==> config.mk <==
export PLATFORM = sky130hd
export DESIGN_NAME = wakeTimer
export DESIGN_NICKNAME = d
export VERILOG_FILES = /design/src/rtl/wakeTimerPkg.sv /design/src/rtl/wakeTimerCtrl.sv /design/src/rtl/wakeTimerDp.sv /design/src/rtl/wakeTimer.sv
export SDC_FILE = /design/constraint.sdc
export NUM_CORES = 1
export LEC_CHECK = 0
export BUFFER_PORTS_ARGS = -buffer_cell sky130_fd_sc_hd__buf_4
export CAP_MARGIN = 20
export CORE_MARGIN = 1
export CORE_UTILIZATION = 45
export DETAILED_ROUTE_END_ITERATION = 6
export PLACE_DENSITY_LB_ADDON = 0.1
export SLEW_MARGIN = 10
export SYNTH_ARGS = -nofsm -noshare
export SYNTH_HDL_FRONTEND = slang
export SYNTH_SLANG_ARGS = --single-unit
export TNS_END_PERCENT = 100
==> constraint.sdc <==
create_clock -name clk -period 3.5 [get_ports clk]
set_input_delay 0.175 -clock clk [delete_from_list [all_inputs] [get_ports clk]]
set_output_delay 0.175 -clock clk [all_outputs]
set_load 0.02 [all_outputs]
==> src/rtl/wakeTimerPkg.sv <==
package wakeTimerPkg;
  // byte index inside the staged period; the block supports up to 8 bytes
  typedef logic [2:0] byteIdx_t;

  typedef struct packed {
    logic     stageWr;     // store write data into one upper staging byte
    byteIdx_t stageIdx;    // which staging byte (0 = most significant)
    logic     commitWr;    // least significant period byte written
    logic     snapCapture; // least significant count byte read
  } tmrStrobes_t;
endpackage

==> src/rtl/wakeTimerCtrl.sv <==
module wakeTimerCtrl
  import wakeTimerPkg::*;
#(
  parameter int ADDR_W = 4,
  parameter int DATA_W = 8,
  parameter int CNT_W  = 32
) (
  input  logic              clk,
  input  logic              rstN,
  input  logic              regWr,
  input  logic              regRd,
  input  logic [ADDR_W-1:0] regAddr,
  input  logic [1:0]        ctrlWdata,
  input  logic              matchPulse,
  input  logic [CNT_W-1:0]  snapshot,
  input  logic [DATA_W-1:0] liveLsb,
  output tmrStrobes_t       strobes,
  output logic [DATA_W-1:0] regRdata,
  output logic              flagPending,
  output logic              irqOut
);
  localparam int BYTES    = CNT_W / DATA_W;
  localparam int PER_LSB  = BYTES - 1;
  localparam int CNT_BASE = BYTES;
  localparam int CNT_LSB  = 2 * BYTES - 1;
  localparam int CTRL_AD  = 2 * BYTES;

  logic irqEnable;
  logic ctrlWr;
  logic [DATA_W-1:0] rdNext;

  // address decode into datapath strobes
  always_comb begin
    strobes = '0;
    if (regWr && (regAddr < ADDR_W'(PER_LSB))) begin
      strobes.stageWr  = 1'b1;
      strobes.stageIdx = byteIdx_t'(regAddr);
    end
    strobes.commitWr    = regWr && (regAddr == ADDR_W'(PER_LSB));
    strobes.snapCapture = regRd && (regAddr == ADDR_W'(CNT_LSB));
  end

  assign ctrlWr = regWr && (regAddr == ADDR_W'(CTRL_AD));

  always_ff @(posedge clk) begin
    if (!rstN) begin
      irqEnable   <= 1'b0;
      flagPending <= 1'b0;
    end else begin
      if (ctrlWr) irqEnable <= ctrlWdata[0];
      // a new match outranks a clear in the same cycle
      if (matchPulse)                 flagPending <= 1'b1;
      else if (ctrlWr && ctrlWdata[1]) flagPending <= 1'b0;
    end
  end

  assign irqOut = flagPending & irqEnable;

  // read multiplexer
  always_comb begin
    rdNext = '0;
    for (int b = 0; b < BYTES - 1; b++) begin
      if (regAddr == ADDR_W'(CNT_BASE + b))
        rdNext = snapshot[(BYTES-1-b)*DATA_W +: DATA_W];
    end
    if (regAddr == ADDR_W'(CNT_LSB))
      rdNext = liveLsb;
    else if (regAddr == ADDR_W'(CTRL_AD))
      rdNext = DATA_W'({flagPending, 1'b0, irqEnable});
  end

  always_ff @(posedge clk) begin
    if (!rstN)      regRdata <= '0;
    else if (regRd) regRdata <= rdNext;
  end
endmodule

==> src/rtl/wakeTimerDp.sv <==
module wakeTimerDp
  import wakeTimerPkg::*;
#(
  parameter int DATA_W = 8,
  parameter int CNT_W  = 32
) (
  input  logic              clk,
  input  logic              rstN,
  input  logic              tickEn,
  input  tmrStrobes_t       strobes,
  input  logic [DATA_W-1:0] regWdata,
  output logic [CNT_W-1:0]  activePeriod,
  output logic [CNT_W-1:0]  liveCount,
  output logic [CNT_W-1:0]  snapshot,
  output logic              matchPulse
);
  localparam int BYTES  = CNT_W / DATA_W;
  localparam int UPPER  = BYTES - 1;
  localparam int UP_W   = UPPER * DATA_W;

  logic [DATA_W-1:0] stageByte [UPPER];
  logic [UP_W-1:0]   stagedUpper;
  logic [CNT_W-1:0]  countNext;
  logic              running;
  logic              hit;

  // one staging register per upper byte, index 0 is most significant
  for (genvar g = 0; g < UPPER; g++) begin : gStage
    always_ff @(posedge clk) begin
      if (!rstN)
        stageByte[g] <= '0;
      else if (strobes.stageWr && strobes.stageIdx == byteIdx_t'(g))
        stageByte[g] <= regWdata;
    end
    assign stagedUpper[(UPPER-1-g)*DATA_W +: DATA_W] = stageByte[g];
  end

  always_ff @(posedge clk) begin
    if (!rstN)                 activePeriod <= '0;
    else if (strobes.commitWr) activePeriod <= {stagedUpper, regWdata};
  end

  assign running   = (activePeriod != '0);
  assign countNext = liveCount + 1'b1;
  assign hit       = tickEn && running && (countNext == activePeriod);
  assign matchPulse = hit && !strobes.commitWr;

  always_ff @(posedge clk) begin
    if (!rstN)                   liveCount <= '0;
    else if (strobes.commitWr)   liveCount <= '0;
    else if (tickEn && running)  liveCount <= hit ? '0 : countNext;
  end

  always_ff @(posedge clk) begin
    if (!rstN)                    snapshot <= '0;
    else if (strobes.snapCapture) snapshot <= liveCount;
  end
endmodule

==> src/rtl/wakeTimer.sv <==
module wakeTimer
  import wakeTimerPkg::*;
#(
  parameter int ADDR_W = 4,
  parameter int DATA_W = 8,
  parameter int CNT_W  = 32
) (
  input  logic              clk,
  input  logic              rstN,
  input  logic              tickEn,
  input  logic              regWr,
  input  logic              regRd,
  input  logic [ADDR_W-1:0] regAddr,
  input  logic [DATA_W-1:0] regWdata,
  output logic [DATA_W-1:0] regRdata,
  output logic              irqOut
);
  tmrStrobes_t      strobes;
  logic [CNT_W-1:0] activePeriod;
  logic [CNT_W-1:0] liveCount;
  logic [CNT_W-1:0] snapshot;
  logic             matchPulse;
  logic             flagPending;

  wakeTimerCtrl #(.ADDR_W(ADDR_W), .DATA_W(DATA_W), .CNT_W(CNT_W)) uCtrl (
    .clk        (clk),
    .rstN       (rstN),
    .regWr      (regWr),
    .regRd      (regRd),
    .regAddr    (regAddr),
    .ctrlWdata  (regWdata[1:0]),
    .matchPulse (matchPulse),
    .snapshot   (snapshot),
    .liveLsb    (liveCount[DATA_W-1:0]),
    .strobes    (strobes),
    .regRdata   (regRdata),
    .flagPending(flagPending),
    .irqOut     (irqOut)
  );

  wakeTimerDp #(.DATA_W(DATA_W), .CNT_W(CNT_W)) uDp (
    .clk         (clk),
    .rstN        (rstN),
    .tickEn      (tickEn),
    .strobes     (strobes),
    .regWdata    (regWdata),
    .activePeriod(activePeriod),
    .liveCount   (liveCount),
    .snapshot    (snapshot),
    .matchPulse  (matchPulse)
  );
endmodule

### After elaboration in Yosys (flattened, before gate mapping)

Memories as Yosys holds them, arrays and structs flattened. A register that Yosys moved wholly into a read port is not among the register bits.
Index checks and enable logic that the tools add are counted.

| word-level totals | value |
|---|---|
| register bits | 106 |
| latch bits | 0 |
| memory bits (writable) | 24 |
| ROM bits | 0 |
| bits of input ports | 17 |
| output and inout bits | 9 |
| memories | 1 |

Memory list:

| memory | words | width | rd ports | clocked after Yosys merged registers in | write ports | line | text |
|---|---|---|---|---|---|---|---|
| uDp.stageByte | 3 | 8 | 3 | 3 | 3 | wakeTimerDp.sv:21 | `logic [DATA_W-1:0] stageByte [UPPER];` |

| operators by class | value |
|---|---|
| add/sub/neg operators | 1 |
| multiply operators | 0 |
| divide/modulo/power cells | 0 |
| order comparisons | 1 |
| equal/unequal tests | 9 |
| shift operators | 0 |
| multiplexer cells | 22 |
| bitwise logic cells | 5 |
| reductions and logical operators | 19 |

Operator list:

| cell | number |
|---|---|
| $mux W8 | 8 |
| $add A32 B1 Y32 const B | 1 |
| $eq A32 B32 Y1 | 1 |
| $mux W32 | 1 |
| $reduce_bool A32 Y1 | 1 |
| $eq A4 B3 Y1 const B | 4 |
| $mux W1 | 12 |
| $logic_and A1 B1 Y1 | 11 |
| $eq A4 B2 Y1 const B | 1 |
| $eq A4 B4 Y1 const B | 1 |
| $logic_not A1 Y1 | 4 |
| $lt A4 B2 Y1 const B | 1 |
| $mux W4 | 1 |
| $eq A3 B1 Y1 const B | 1 |
| $eq A3 B2 Y1 const B | 1 |
| $logic_not A3 Y1 | 1 |
| $or A1 B1 Y1 | 3 |
| $reduce_bool A2 Y1 | 1 |
| $reduce_or A2 Y1 | 1 |
| $and A1 B1 Y1 | 1 |
| $not A1 Y1 | 1 |

### Depth between registers and ports, before layout

| depth | value |
|---|---|
| depth after elaboration | 9 |
| depth in mapped cells | 13 |
| depth with buffers taken out | 10 |

### Hierarchy

Synthesis repeated with hierarchy kept, for this count alone.

| unflattened totals | value |
|---|---|
| cell total of the unflattened synthesis | 725 |
| area total of the unflattened synthesis | 6780.3 µm² |

By module, submodules not included:

| module | times used | cells an instance | area an instance (µm²) | sequential area each (µm²) |
|---|---|---|---|---|
| wakeTimerDp | 1 | 659 | 6099.6 | 2642.5 |
| wakeTimerCtrl | 1 | 66 | 680.7 | 200.2 |

### Least setup slack after synthesis

Ideal clock, no wire load.

| path | value |
|---|---|
| kind | register to register |
| start | register uDp.liveCount[1] |
| end | register uDp.liveCount[3] |
| library setup time | 117 ps |
| data arrival time | 2860 ps |
| setup slack | 523 ps |
| cell stages (with the launch flop) | 14 |
| buffers on the path | 3 |
| cell sequence | dfxtp_1 -> ha_1 -> buf_4 -> nand3_2 -> or4_1 -> buf_2 -> nor4_1 -> mux2i_1 -> o2111ai_1 -> nor4b_2 -> nand4b_1 -> buf_2 -> a32oi_1 -> nand2_1 |

| on the way | value |
|---|---|
| longest elaborated chain between the ends | 4 |

Ends and longest elaborated chain:

| element | line | text |
|---|---|---|
| from (decl) | wakeTimerDp.sv:13 | `output logic [CNT_W-1:0] liveCount,` |
| from (signal assigned) | wakeTimerDp.sv:51 | `else if (tickEn && running) liveCount <= hit ? '0 : countNext;` |
| $add A32 B1 Y32 * | wakeTimerDp.sv:44 | `assign countNext = liveCount + 1'b1;` |
| $eq A32 B32 Y1 | wakeTimerDp.sv:45 | `assign hit = tickEn && running && (countNext == activePeriod);` |
| $logic_and A1 B1 Y1 | wakeTimerDp.sv:45 |  |
| $mux W32 * | wakeTimerDp.sv:51 |  |

Every way passes the cells marked *; elsewhere a longest branch is shown, timed or not.
A chain may end at the register's enable or synchronous reset.

### Worst setup path after layout

| path | value |
|---|---|
| start | register uDp.liveCount[1] |
| end | register uDp.liveCount[14] |

The elaborated chain is that of the path after synthesis.

==> implementation parameters <==
Parameter                              Value

Outcome
  Status    completed

Global routing
  Global-route wire length before repair    ~27,000 µm
  Number of global-route vias before repair    5,009
  GRT Resource Usage Total    0.2474
  Antenna violations before repair    0
  Largest net degree at the start of global routing    73
  Grt ovf    0

Worst setup path
  Beginning of the worst register-to-register path    uDp.liveCount[1]
  Critical Path Sink Type    flop
  Critical Path Fanout Max    24
  Worst setup path category    flop to flop
  R2R depth    11
  CP max stage cell    sky130_fd_sc_hd__or4_1
  Critical register-to-register path endpoint    uDp.liveCount[14]
  R2R Setup Slk    around 0.33 ns
  Delay contributed by the slowest stage of the critical path    ~0.68 ns
  Category of cells accounting for the largest share of critical-path delay    simple AND/OR/NAND/NOR gates
  Number of buffers and inverters on the critical path    1
  Crit start category    flop
  Cell-by-cell listing of the critical path    ha_1 > nand3_2 > or4_1 > nor4_1 > mux2i_1 > o2111ai_1 > nor4b_2 > nand4b_1 > nand2_1 > buf_4 > nor2_1
  Worst Path Required    ~3.8 ns
  CP arrival    between 3 and 4 ns

Logic synthesis
  Number of enable flip-flop cells after synthesis    24
  Synthesized cell area    about 6300 µm²
  Synthesized area divided by synthesized cell count    roughly 8.4 µm²
  Main flop type after synthesis    sky130_fd_sc_hd__dfxtp_1
  Cell taking the most area after synthesis    sky130_fd_sc_hd__dfxtp_1
  Sequential cell area fraction in the yosys report    0.4268
  Synthesized netlist cell count    750
  Synth Warn #    0
  Fraction of registers with async set/reset    0
  Number of register bits inferred by synthesis    122
  Area share of the largest cell type after synthesis    0.3122
  Biggest area contributors in the synthesized netlist    sky130_fd_sc_hd__dfxtp_1, sky130_fd_sc_hd__edfxtp_1, sky130_fd_sc_hd__nand2_1
  Post-synthesis net count    768
  Yosys cell types    53

Final layout
  Fraction of final layout cells sized beyond drive strength 1    0.1061
  Antenna fix cells    0
  Total non-filler cell area in the finished layout    between 7000 and 8000 µm²
  Number of nets at the end of the flow    about 800
  Area grow syn2layout    14.67%
  Leading cell type in the layout, fill and taps excluded    sky130_fd_sc_hd__nand2_1
  Most frequent cells in the layout    sky130_fd_sc_hd__nand2_1, sky130_fd_sc_hd__dfxtp_1, sky130_fd_sc_hd__a21boi_0, sky130_fd_sc_hd__nor2_1, sky130_fd_sc_hd__buf_4

Die
  Die span in y    120.2 µm
  CORE AREA    13,450 µm²
  Starting Density    0.4672
  I/O pin total    26
  Cell Rows    42
  Die Area    between 10,000 and 15,000 µm²
  Die width    120.2 µm

Timing
  Post-route setup slack    ~0.33 ns
  Share of the cycle needed by the critical path after routing    0.9071
  Final min period    about 3.2 ns
  Final number of hold-violating endpoints    0
  Headroom to the max-slew limit    0.4146
  Final-report max-slew violation count    0
  Setup repair after global routing missed its margin    false
  Worst Tran Pin Value    around 0.87 ns
  Aggregate negative setup slack    0 ns
  Highest clock rate    about 0.31 GHz
  Final setup fails    0
  Worst setup skew after layout    about 0.0063 ns

Pwr
  Peak supply drop    around 0.42 mV
  Cell Int Power    around 2.7 mW
  Total design power    3.441 mW
  Static power due to leakage    ~2.5 nW
  Switching power summed over all nets    slightly below 800 µW
  Seq pwr share    0.429
  P per Cell Area    about 480 nW/µm²
  Relative contribution of combinational cells to total power    0.053
  Switch share    0.2293
  Clock Power Share    0.518

Placed design
  Count of buffers from port buffering    25
  Placement-stage worst setup slack    ~0.3 ns
  Cell Area, Placed    between 6000 and 7000 µm²
  Final GP Congestion    between 0.9 and 1
  HPWL after DPL    between 10,000 and 15,000 µm

Clock tree
  Resize count post-CTS    0
  Clock slew at reported path FFs    about 0.060 ns
  CTS Root Buffer Type    sky130_fd_sc_hd__clkbuf_16
  Setup repair bufs after CTS    0
  Cts hold-fix bufs    0
  Clock latency at the later pin of the worst-skew pair    0.42 ns
  CTS tree    done
  Sinks on Clock Net    122
  Buffer levels on the longest clock path    2
  H-Tree Depth    4
  Number of clock buffers inserted by TritonCTS    17

Drt
  Antenna Violating Nets Remaining    0
  # DRC    0
  Initial detailed-routing violation count    341
  TritonRoute pass-1 iters    5
  WL per Instance    roughly 18 µm
  Via density    5.586
  Number of vias in the routed layout    roughly 5,300
  Total wirelength of the detailed-routed design    about 17,000 µm

Hold path
  Hold-critical path depth    3
  Launch instance of the worst min-delay path    regWdata[2]
  Worst hold path type    input port to flop
  Hold Crit Endpoint    uDp.activePeriod[2]

Flow run
  Number of violations of the max-capacitance limit    0
[synth_stat cells (3+ instances only)]
cell type,count
sky130_fd_sc_hd__a21boi_0,58
sky130_fd_sc_hd__a21oi_1,7
sky130_fd_sc_hd__a22oi_1,7
sky130_fd_sc_hd__a41oi_1,4
sky130_fd_sc_hd__and2_1,32
sky130_fd_sc_hd__and3_1,7
sky130_fd_sc_hd__and4_1,6
sky130_fd_sc_hd__buf_2,8
sky130_fd_sc_hd__buf_4,7
sky130_fd_sc_hd__clkbuf_1,38
sky130_fd_sc_hd__dfxtp_1,98
sky130_fd_sc_hd__edfxtp_1,24
sky130_fd_sc_hd__inv_1,3
sky130_fd_sc_hd__mux2i_1,11
sky130_fd_sc_hd__nand2_1,171
sky130_fd_sc_hd__nand2b_1,8
sky130_fd_sc_hd__nand3_1,17
sky130_fd_sc_hd__nand4_1,17
sky130_fd_sc_hd__nand4b_1,3
sky130_fd_sc_hd__nor2_1,51
sky130_fd_sc_hd__nor2b_1,4
sky130_fd_sc_hd__nor3_1,14
sky130_fd_sc_hd__nor4_1,19
sky130_fd_sc_hd__o211a_1,8
sky130_fd_sc_hd__o21ai_0,24
sky130_fd_sc_hd__or3_1,3
sky130_fd_sc_hd__or4_1,3
sky130_fd_sc_hd__xnor2_1,43
sky130_fd_sc_hd__xor2_1,23
[area by class of cell]
cell class	count	area [µm²]
clock buffers	19	432.9
clock inverters	13	168.9
fillers	1308	6246
inverters	3	11.26
multi-input cells	570	3351
flip-flops and latches	122	2683
well taps	176	220.2
repair buffers	46	340.3
[cell families (layout without fill, tap and decap cells)]
family | Yosys count | count (layout) | synth area share
xor gates and xnor gates | 66 | 66 | 0.09198
DFF | 122 | 122 | 0.4268
muxes | 12 | 12 | 0.01931
AOI/OAI and AO/OA | 128 | 128 | 0.1455
buffers and inverters | 58 | 81 | 0.04042
adders and majority gates | 1 | 1 | 0.001991
and+or+nand+nor | 363 | 363 | 0.2739
[sequential cells by signal, indices dropped and copies added (netlist names)]
signal             count
uCtrl.irqEnable        1
uDp.snapshot          24
uDp.activePeriod      32
uCtrl.flagPending      1
uDp.liveCount         32
uDp.stageByte         24
uCtrl.regRdata         8
[worst register-to-register path, delay by kind of cell (launching register included)]
kind            cells  cell delay (ns)
simple gates        7             1.90
flops               1             0.34
buf+inv             1             0.27
mux                 1             0.23
fa+ha+maj           1             0.19
compound gates      1             0.12
[power by group through the flow]
stage / combinational (mW) / sequential, mW / clock, mW
after floorplan: 0.108 / 1.51 / 0
after global placement: 0.182 / 1.51 / 0
after detailed placement: 0.182 / 1.51 / 0
after CTS: 0.183 / 1.48 / 1.80
after global routing: 0.198 / 1.48 / 1.86
final: 0.183 / 1.48 / 1.78
[worst max-delay path by stage]
stage                startpoint                end  slack, ns  cells after the start
3_5_place_dp   uDp.liveCount[8]  uDp.liveCount[14]       0.30                     10
5_1_grt        uDp.liveCount[1]  uDp.liveCount[22]       0.04                     11
3_3_place_gp   uDp.liveCount[0]   uDp.liveCount[7]       0.41                     11
4_1_cts        uDp.liveCount[1]  uDp.liveCount[14]       0.29                     11
2_1_floorplan  uDp.liveCount[1]   uDp.liveCount[3]       0.52                     13
6_report       uDp.liveCount[1]  uDp.liveCount[14]       0.33                     11
[per-layer routing]
layer | part of all wire | routed length (µm) | track usage
met1 | 0.46 | 7779 | 0.3261
met3 | 0.047 | 793 | 0.04434
met5 | 0 | 0 | 0
met2 | 0.47 | 7873 | 0.3958
met4 | 0.025 | 427 | 0.1086
[per-stage QoR]
step | hold WS (ns) | utilization | instances
2_1_floorplan | 0.3199 | - | 750
3_3_place_gp | 0.4540 | 0.4902 | 915
3_5_place_dp | 0.4605 | 0.4902 | 915
4_1_cts | 0.02744 | 0.5350 | 947
5_1_grt | 0.06458 | 0.5357 | 949
6_report | 0.04311 | 0.5357 | 949
No activity file was read; power rests on OpenSTA's default activity.
